## config.mk

```make
export PLATFORM = sky130hd
export DESIGN_NAME = ft_fifo
export DESIGN_NICKNAME = d
export VERILOG_FILES = /design/src/rtl/ft_fifo.sv
export SDC_FILE = /design/constraint.sdc
export NUM_CORES = 1
export LEC_CHECK = 0
export ABC_AREA = 1
export BUFFER_PORTS_ARGS = -buffer_cell sky130_fd_sc_hd__buf_2
export CAP_MARGIN = 40
export CORE_MARGIN = 1.5
export CORE_UTILIZATION = 47
export DETAILED_ROUTE_END_ITERATION = 12
export PLACE_DENSITY = 0.69
export SYNTH_ARGS = -nofsm -noshare
export SYNTH_HDL_FRONTEND = slang
export SYNTH_SLANG_ARGS = --single-unit
```

## constraint.sdc

```tcl
create_clock -name clk -period 1.5 [get_ports clk]
set_input_delay 0 -clock clk [delete_from_list [all_inputs] [get_ports clk]]
set_output_delay 0 -clock clk [all_outputs]
set_load 0.1 [all_outputs]
```

## src/rtl/ft_fifo.sv

```systemverilog
module ft_fifo #(
  parameter int WIDTH = 5,
  parameter int DEPTH = 64
) (
  input  logic             clk,
  input  logic             mr_n,
  input  logic             shift_in,
  input  logic [WIDTH-1:0] din,
  output logic             in_ready,
  input  logic             shift_out,
  output logic [WIDTH-1:0] dout,
  output logic             out_ready
);
  localparam int LAST = DEPTH - 1;

  logic [DEPTH-1:0] full_q;
  logic [WIDTH-1:0] word_q [DEPTH];
  logic [DEPTH-2:0] adv;
  logic             si_used, so_used;

  wire load = shift_in  && !si_used && !full_q[0];
  wire pop  = shift_out && !so_used &&  full_q[LAST];

  assign in_ready  = !full_q[0];
  assign out_ready = full_q[LAST];
  assign dout      = word_q[LAST];

  always_ff @(posedge clk) begin
    if (!mr_n) begin
      si_used <= 1'b0;
      so_used <= 1'b0;
    end else begin
      si_used <= load ? 1'b1 : (shift_in  ? si_used : 1'b0);
      so_used <= pop  ? 1'b1 : (shift_out ? so_used : 1'b0);
    end
  end

  for (genvar k = 0; k < DEPTH; k++) begin : g_stage
    if (k < LAST) begin : g_adv
      assign adv[k] = full_q[k] && !full_q[k+1];
    end

    if (k == 0) begin : g_head
      always_ff @(posedge clk) begin
        if (!mr_n) begin
          full_q[0] <= 1'b0;
          word_q[0] <= '0;
        end else if (load) begin
          full_q[0] <= 1'b1;
          word_q[0] <= din;
        end else if (adv[0]) begin
          full_q[0] <= 1'b0;
        end
      end
    end else if (k == LAST) begin : g_tail
      always_ff @(posedge clk) begin
        if (!mr_n) begin
          full_q[k] <= 1'b0;
          word_q[k] <= '0;
        end else if (adv[k-1]) begin
          full_q[k] <= 1'b1;
          word_q[k] <= word_q[k-1];
        end else if (pop) begin
          full_q[k] <= 1'b0;
        end
      end
    end else begin : g_mid
      always_ff @(posedge clk) begin
        if (!mr_n) begin
          full_q[k] <= 1'b0;
          word_q[k] <= '0;
        end else if (adv[k-1]) begin
          full_q[k] <= 1'b1;
          word_q[k] <= word_q[k-1];
        end else if (adv[k]) begin
          full_q[k] <= 1'b0;
        end
      end
    end

    if (k < LAST) begin : g_chk
      a_r7_one_hop: assert property (@(posedge clk) disable iff (!mr_n)
        adv[k] |=> !full_q[k] && full_q[k+1] && word_q[k+1] == $past(word_q[k]));
    end
  end

  a_r3_load_blocks: assert property (@(posedge clk) disable iff (!mr_n)
    load |=> !in_ready);

  a_r6_pop_clears: assert property (@(posedge clk) disable iff (!mr_n)
    pop |=> !out_ready);

  a_r5_keep_last: assert property (@(posedge clk) disable iff (!mr_n)
    !out_ready |=> (out_ready || $stable(dout)));

  a_r1_hold_head: assert property (@(posedge clk) disable iff (!mr_n)
    (out_ready && !pop) |=> (out_ready && $stable(dout)));

  a_r8_slot_arrives: assert property (@(posedge clk) disable iff (!mr_n)
    $rose(in_ready) |-> full_q[1]);
endmodule

```

== Yosys cells after proc, flatten, opt, wreduce, memory -nomap -nowiden ==
Memories as Yosys holds them, arrays and structs flattened.
Index checks and enable logic that the tools add are counted.
Word-level totals
  memories kept: 1
  register bits after elaboration: 66
  word-level logic and storage cells: 719
  output and inout bits: 7
  RAM bits: 320
  input bits: 9
Operators by class
  bitwise logic cells: 64
  reductions and logical operators: 197
  multiplexer cells: 389
  equality and inequality tests: 2
Memory list
  word_q: depth 64, bits a word 5, rd ports 64, clocked after memory_dff 0, write ports 64, RTL line 17  | logic [WIDTH-1:0] word_q [DEPTH];
Operator list (count)
  $mux W1: 325
  $mux W5: 64
  $reduce_bool A2 Y1: 64
  $logic_and A1 B1 Y1: 67
  $logic_not A1 Y1: 66
  $or A1 B1 Y1: 64
  $ne A2 B1 Y1 const B: 2

== Depth between registers and ports, before layout ==
  word-level depth: 7
  gate-level depth with buffers: 5
  mapped depth without buffers: 4

== Worst setup path before layout ==
No wires, ideal clock.
  kind: register to register
  from: reg full_q[63], in the netlist out_ready
  to: mem word_q[63][0], in the netlist word_q[1][155] (enable)
  arrival: 1.290 ns
  required time: 1.221 ns
  path buffers: 0
  period minus slack after synthesis: 1.569 ns
  stages on the path, launching flop included: 4
  slack: -0.069 ns
  cells stage by stage: dfxtp_1 -> inv_1 -> nand2_1 -> nand2_1
RTL lines
  from (decl): RTL line 16  | logic [DEPTH-1:0] full_q;
  from (signal, indexed assignment): RTL line 58  | full_q[k] <= 1'b0;
  from (signal, indexed assignment): RTL line 61  | full_q[k] <= 1'b1;
  from (signal, indexed assignment): RTL line 64  | full_q[k] <= 1'b0;
  to (decl): RTL line 17

== Final worst setup path ==
  from: reg full_q[0]
  to: out in_ready
Between the ends
  longest elaborated chain between the ends: 1
RTL lines
  from (signal assigned): RTL line 46  | full_q[0] <= 1'b0;
  from (signal assigned): RTL line 49  | full_q[0] <= 1'b1;
  from (signal assigned): RTL line 52  | full_q[0] <= 1'b0;
  $logic_not A1 Y1: RTL line 24  | assign in_ready = !full_q[0];
  to (decl): RTL line 9  | output logic in_ready,
Every way passes these cells.

==> flow_metrics.py <==
metrics = {
    "outcome": {
        "result_of_the_run": "finished, final reports clean",
    },
    "routing": {
        "totalWireLength_mm": 21.8,
        "ant_nets": 0,
        "via_count": 8481,
        "drt_drc_violations_left": 0,
        "drt-wirelength-per-cell_um": 11.7,
        "vias_per_cell": 4.56,
        "drtIter0Drc": 511,
        "drt-pass1-iter-count": 5,
    },
    "final_layout": {
        "num_antenna_cells": 0,
        "leading_cell_type_in_the_layout_fill_and_taps_excluded": "sky130_fd_sc_hd__inv_1",
        "area_delta_synth_final_pct": 12.2,
        "finish.cell_count_without_fillers": 1860,
        "mostFrequentLayoutCells": "sky130_fd_sc_hd__inv_1, sky130_fd_sc_hd__edfxtp_1, sky130_fd_sc_hd__nor2_1, sky130_fd_sc_hd__nand2_1",
        "final_layout_size_suffix_gt1_share_pct": 7.61,
        "number_of_nets_at_the_end_of_the_flow": 1435,
    },
    "pwr": {
        "power_frac_comb_pct": 4.5,
        "switching_share_of_power_pct": 21.2,
        "fin_total_pwr_mw": 22.8,
        "pwr-share-clk_pct": 40.9,
        "power.static_leakage_nw": 6.82,
        "power_density_mw_per_mm2": 1340,
        "intPower_mw": 17.9,
        "p_sw_mw": 4.84,
        "ir_worst_vdd_v": 0.000779,
        "seq_power_share_pct": 54.6,
    },
    "cts": {
        "cts.clk_slew.worst_paths_ps": 60,
        "cts_buffers": 40,
        "clock_latency_ps": 530,
        "clockRootBuffer": "sky130_fd_sc_hd__clkbuf_16",
        "htree_levels": 2,
        "cts-root-to-sink-buffers": 3,
        "clock_sinks": 386,
        "cts_tree": "built",
    },
    "critical_path": {
        "rrSetupSlack_ps": 310,
        "worstPathMaxFanout": 5,
        "cp.required_ps": 1500,
        "timing.critical_path.from_type": "flop",
        "worst_path_largest_cell_delay_ps": 430,
        "crit_type": "reg -> out",
        "crit_chain": "clkinvlp_4, buf_2",
        "worst-endpoint-arrival_ps": 1410,
        "crit_slowest_cell": "sky130_fd_sc_hd__buf_2",
        "rr_startpoint": "out_ready",
        "rr_endpoint": "so_used",
        "rr_worst_depth": 3,
        "critical_path.endpoint_type": "output port",
    },
    "synth": {
        "post_synth_num_cell_types": 16,
        "mappedNetlistArea_mm2": 0.0152,
        "ys_warn_count": 0,
        "ys_ff_latch": 386,
        "synthesis.nets": 1383,
        "synth.top_cells.by_area": "sky130_fd_sc_hd__edfxtp_1, sky130_fd_sc_hd__inv_1, sky130_fd_sc_hd__dfxtp_1",
        "yosysSeqAreaShare_pct": 71.9,
        "synth_cells": 1374,
        "synth_area_leader_cell": "sky130_fd_sc_hd__edfxtp_1",
        "synthDominantCellAreaShare_pct": 63.3,
        "avgSynthCellArea_um2": 11.1,
    },
    "global_routing": {
        "grt_overflow_total": 0,
        "grt.total_usage_pct": 13.6,
        "grt_first_pass_wirelength_mm": 37.2,
        "grt_antenna_before_repair": 0,
        "grt_max_degree": 34,
        "first_global_vias": 8407,
    },
    "sta": {
        "max_freq_mhz": 711,
        "maxSlewHeadroom_pct": 67.5,
        "timing.setup.tns_ps": 0,
        "layout_worst_path_cycle_share_pct": 93.8,
        "setup_slack_ps": 93.6,
        "rsz0062_at_grt": "no",
        "finalSetupViolations": 0,
        "final.min_clock_period_ps": 1410,
        "clock_skew_ps": 20.0,
        "finalHoldViolations": 0,
        "slew_violations": 0,
        "timing_worst_slew_pin_value_ps": 490,
    },
    "floorplan": {
        "top_level_ports": 16,
        "rows": 65,
        "start_util_pct": 47.9,
        "die_h_um": 183,
        "die-area_mm2": 0.0334,
        "core-area_mm2": 0.0317,
        "die_w_um": 183,
    },
    "min_path": {
        "hold_path_depth": 4,
        "hold_path_class": "in -> reg",
        "hold_end": "si_used",
        "hp-start": "shift_in",
    },
    "placed_design": {
        "place_worst_setup_slack_ps": 403,
        "placed_cells": 1777,
        "gp_congestion": 0.730,
        "place.port_buffers": 15,
        "dp_hpwl_mm": 14.5,
    },
    "run": {
        "number_of_max_cap_violations": 0,
    },
}
## cell families (layout without fill, tap and decap cells)
logic type             Yosys count  after routing  share of synthesized area, %
AO/OA/AOI/OAI                   67             67                          2.21
flip-flops                     386            386                          71.9
buffers and inverters          406            490                          10.7
AND/OR/NAND/NOR                515            515                          15.2
## worst max-delay path, delay by kind of cell, from the launching register on
kind | cells | cell delay (ps)
DFF | 1 | 350
buffers and inverters | 2 | 530
## flip-flops by register name (all words and copies together) (netlist names)
signal and count:
word_q 320, full_q 63, out_ready 1, si_used 1, so_used 1
## what timing repair did
item	in CTS	in global routing
gates resized for setup	0	0
endpoints found under the hold margin	21	0
buffers inserted	0	0
hold buffers	9	0
## cell usage after synthesis
| cell | number |
|---|---|
| sky130_fd_sc_hd__inv_1 | 386 |
| sky130_fd_sc_hd__edfxtp_1 | 320 |
| sky130_fd_sc_hd__nor2_1 | 312 |
| sky130_fd_sc_hd__nand2_1 | 129 |
| sky130_fd_sc_hd__dfxtp_1 | 66 |
| sky130_fd_sc_hd__a21oi_1 | 64 |
| sky130_fd_sc_hd__nand3_1 | 40 |
| sky130_fd_sc_hd__nand3_4 | 20 |
| sky130_fd_sc_hd__buf_4 | 12 |
| sky130_fd_sc_hd__nor2_2 | 10 |
| sky130_fd_sc_hd__buf_2 | 4 |
| sky130_fd_sc_hd__nand3_2 | 3 |
| sky130_fd_sc_hd__o21ai_0 | 3 |
| sky130_fd_sc_hd__buf_12 | 2 |
| sky130_fd_sc_hd__buf_6 | 2 |
| sky130_fd_sc_hd__nand4_1 | 1 |
## power by group through the flow
stage	logic (mW)	clock network [mW]	registers [mW]
2_1_floorplan	0.816	0	12.6
3_3_place_gp	0.972	0	12.6
3_5_place_dp	1.01	0	12.7
4_1_cts	1.03	9.53	12.4
5_1_grt	1.16	9.99	12.5
6_report	1.02	9.32	12.4
## metrics by stage
stage	util, %	instance area (um^2)	hold WS (ps)
after global placement	49.5	15700	245
after detailed placement	49.5	15700	262
final	53.7	17000	289
after CTS	53.7	17000	259
after global routing	53.7	17000	283
after floorplan	-	15200	123
## per-layer routing
| metal | up-vias | global-route usage (%) | part of all wire [%] |
|---|---|---|---|
| li1 | 4355 | - | - |
| met1 | 3955 | 17.0 | 45 |
| met2 | 130 | 23.7 | 49 |
| met3 | 41 | 2.54 | 3.8 |
| met4 | 0 | 4.69 | 2.2 |
| met5 | - | 0 | 0 |
## worst max-delay path by stage
stage | from | to | slack (ps)
after floorplan | full_q[0] | word_q[0][0] | 70
after CTS | full_q[0] | in_ready | 60
after global routing | full_q[0] | in_ready | 30
after detailed placement | full_q[6] | word_q[0][31] | 400
final | full_q[0] | in_ready | 90
after global placement | full_q[18] | word_q[0][92] | 430
## layout make-up
class | count | area (um^2)
Timing Repair Buffer | 30 | 267
Sequential cell | 386 | 10900
Inverter | 386 | 1450
Clock inverter | 8 | 51.3
Fill cell | 2631 | 14700
Clock buffer | 66 | 1200
Multi-Input combinational cell | 582 | 2640
Tap cell | 402 | 503
No activity file was read; power rests on OpenSTA's default activity.
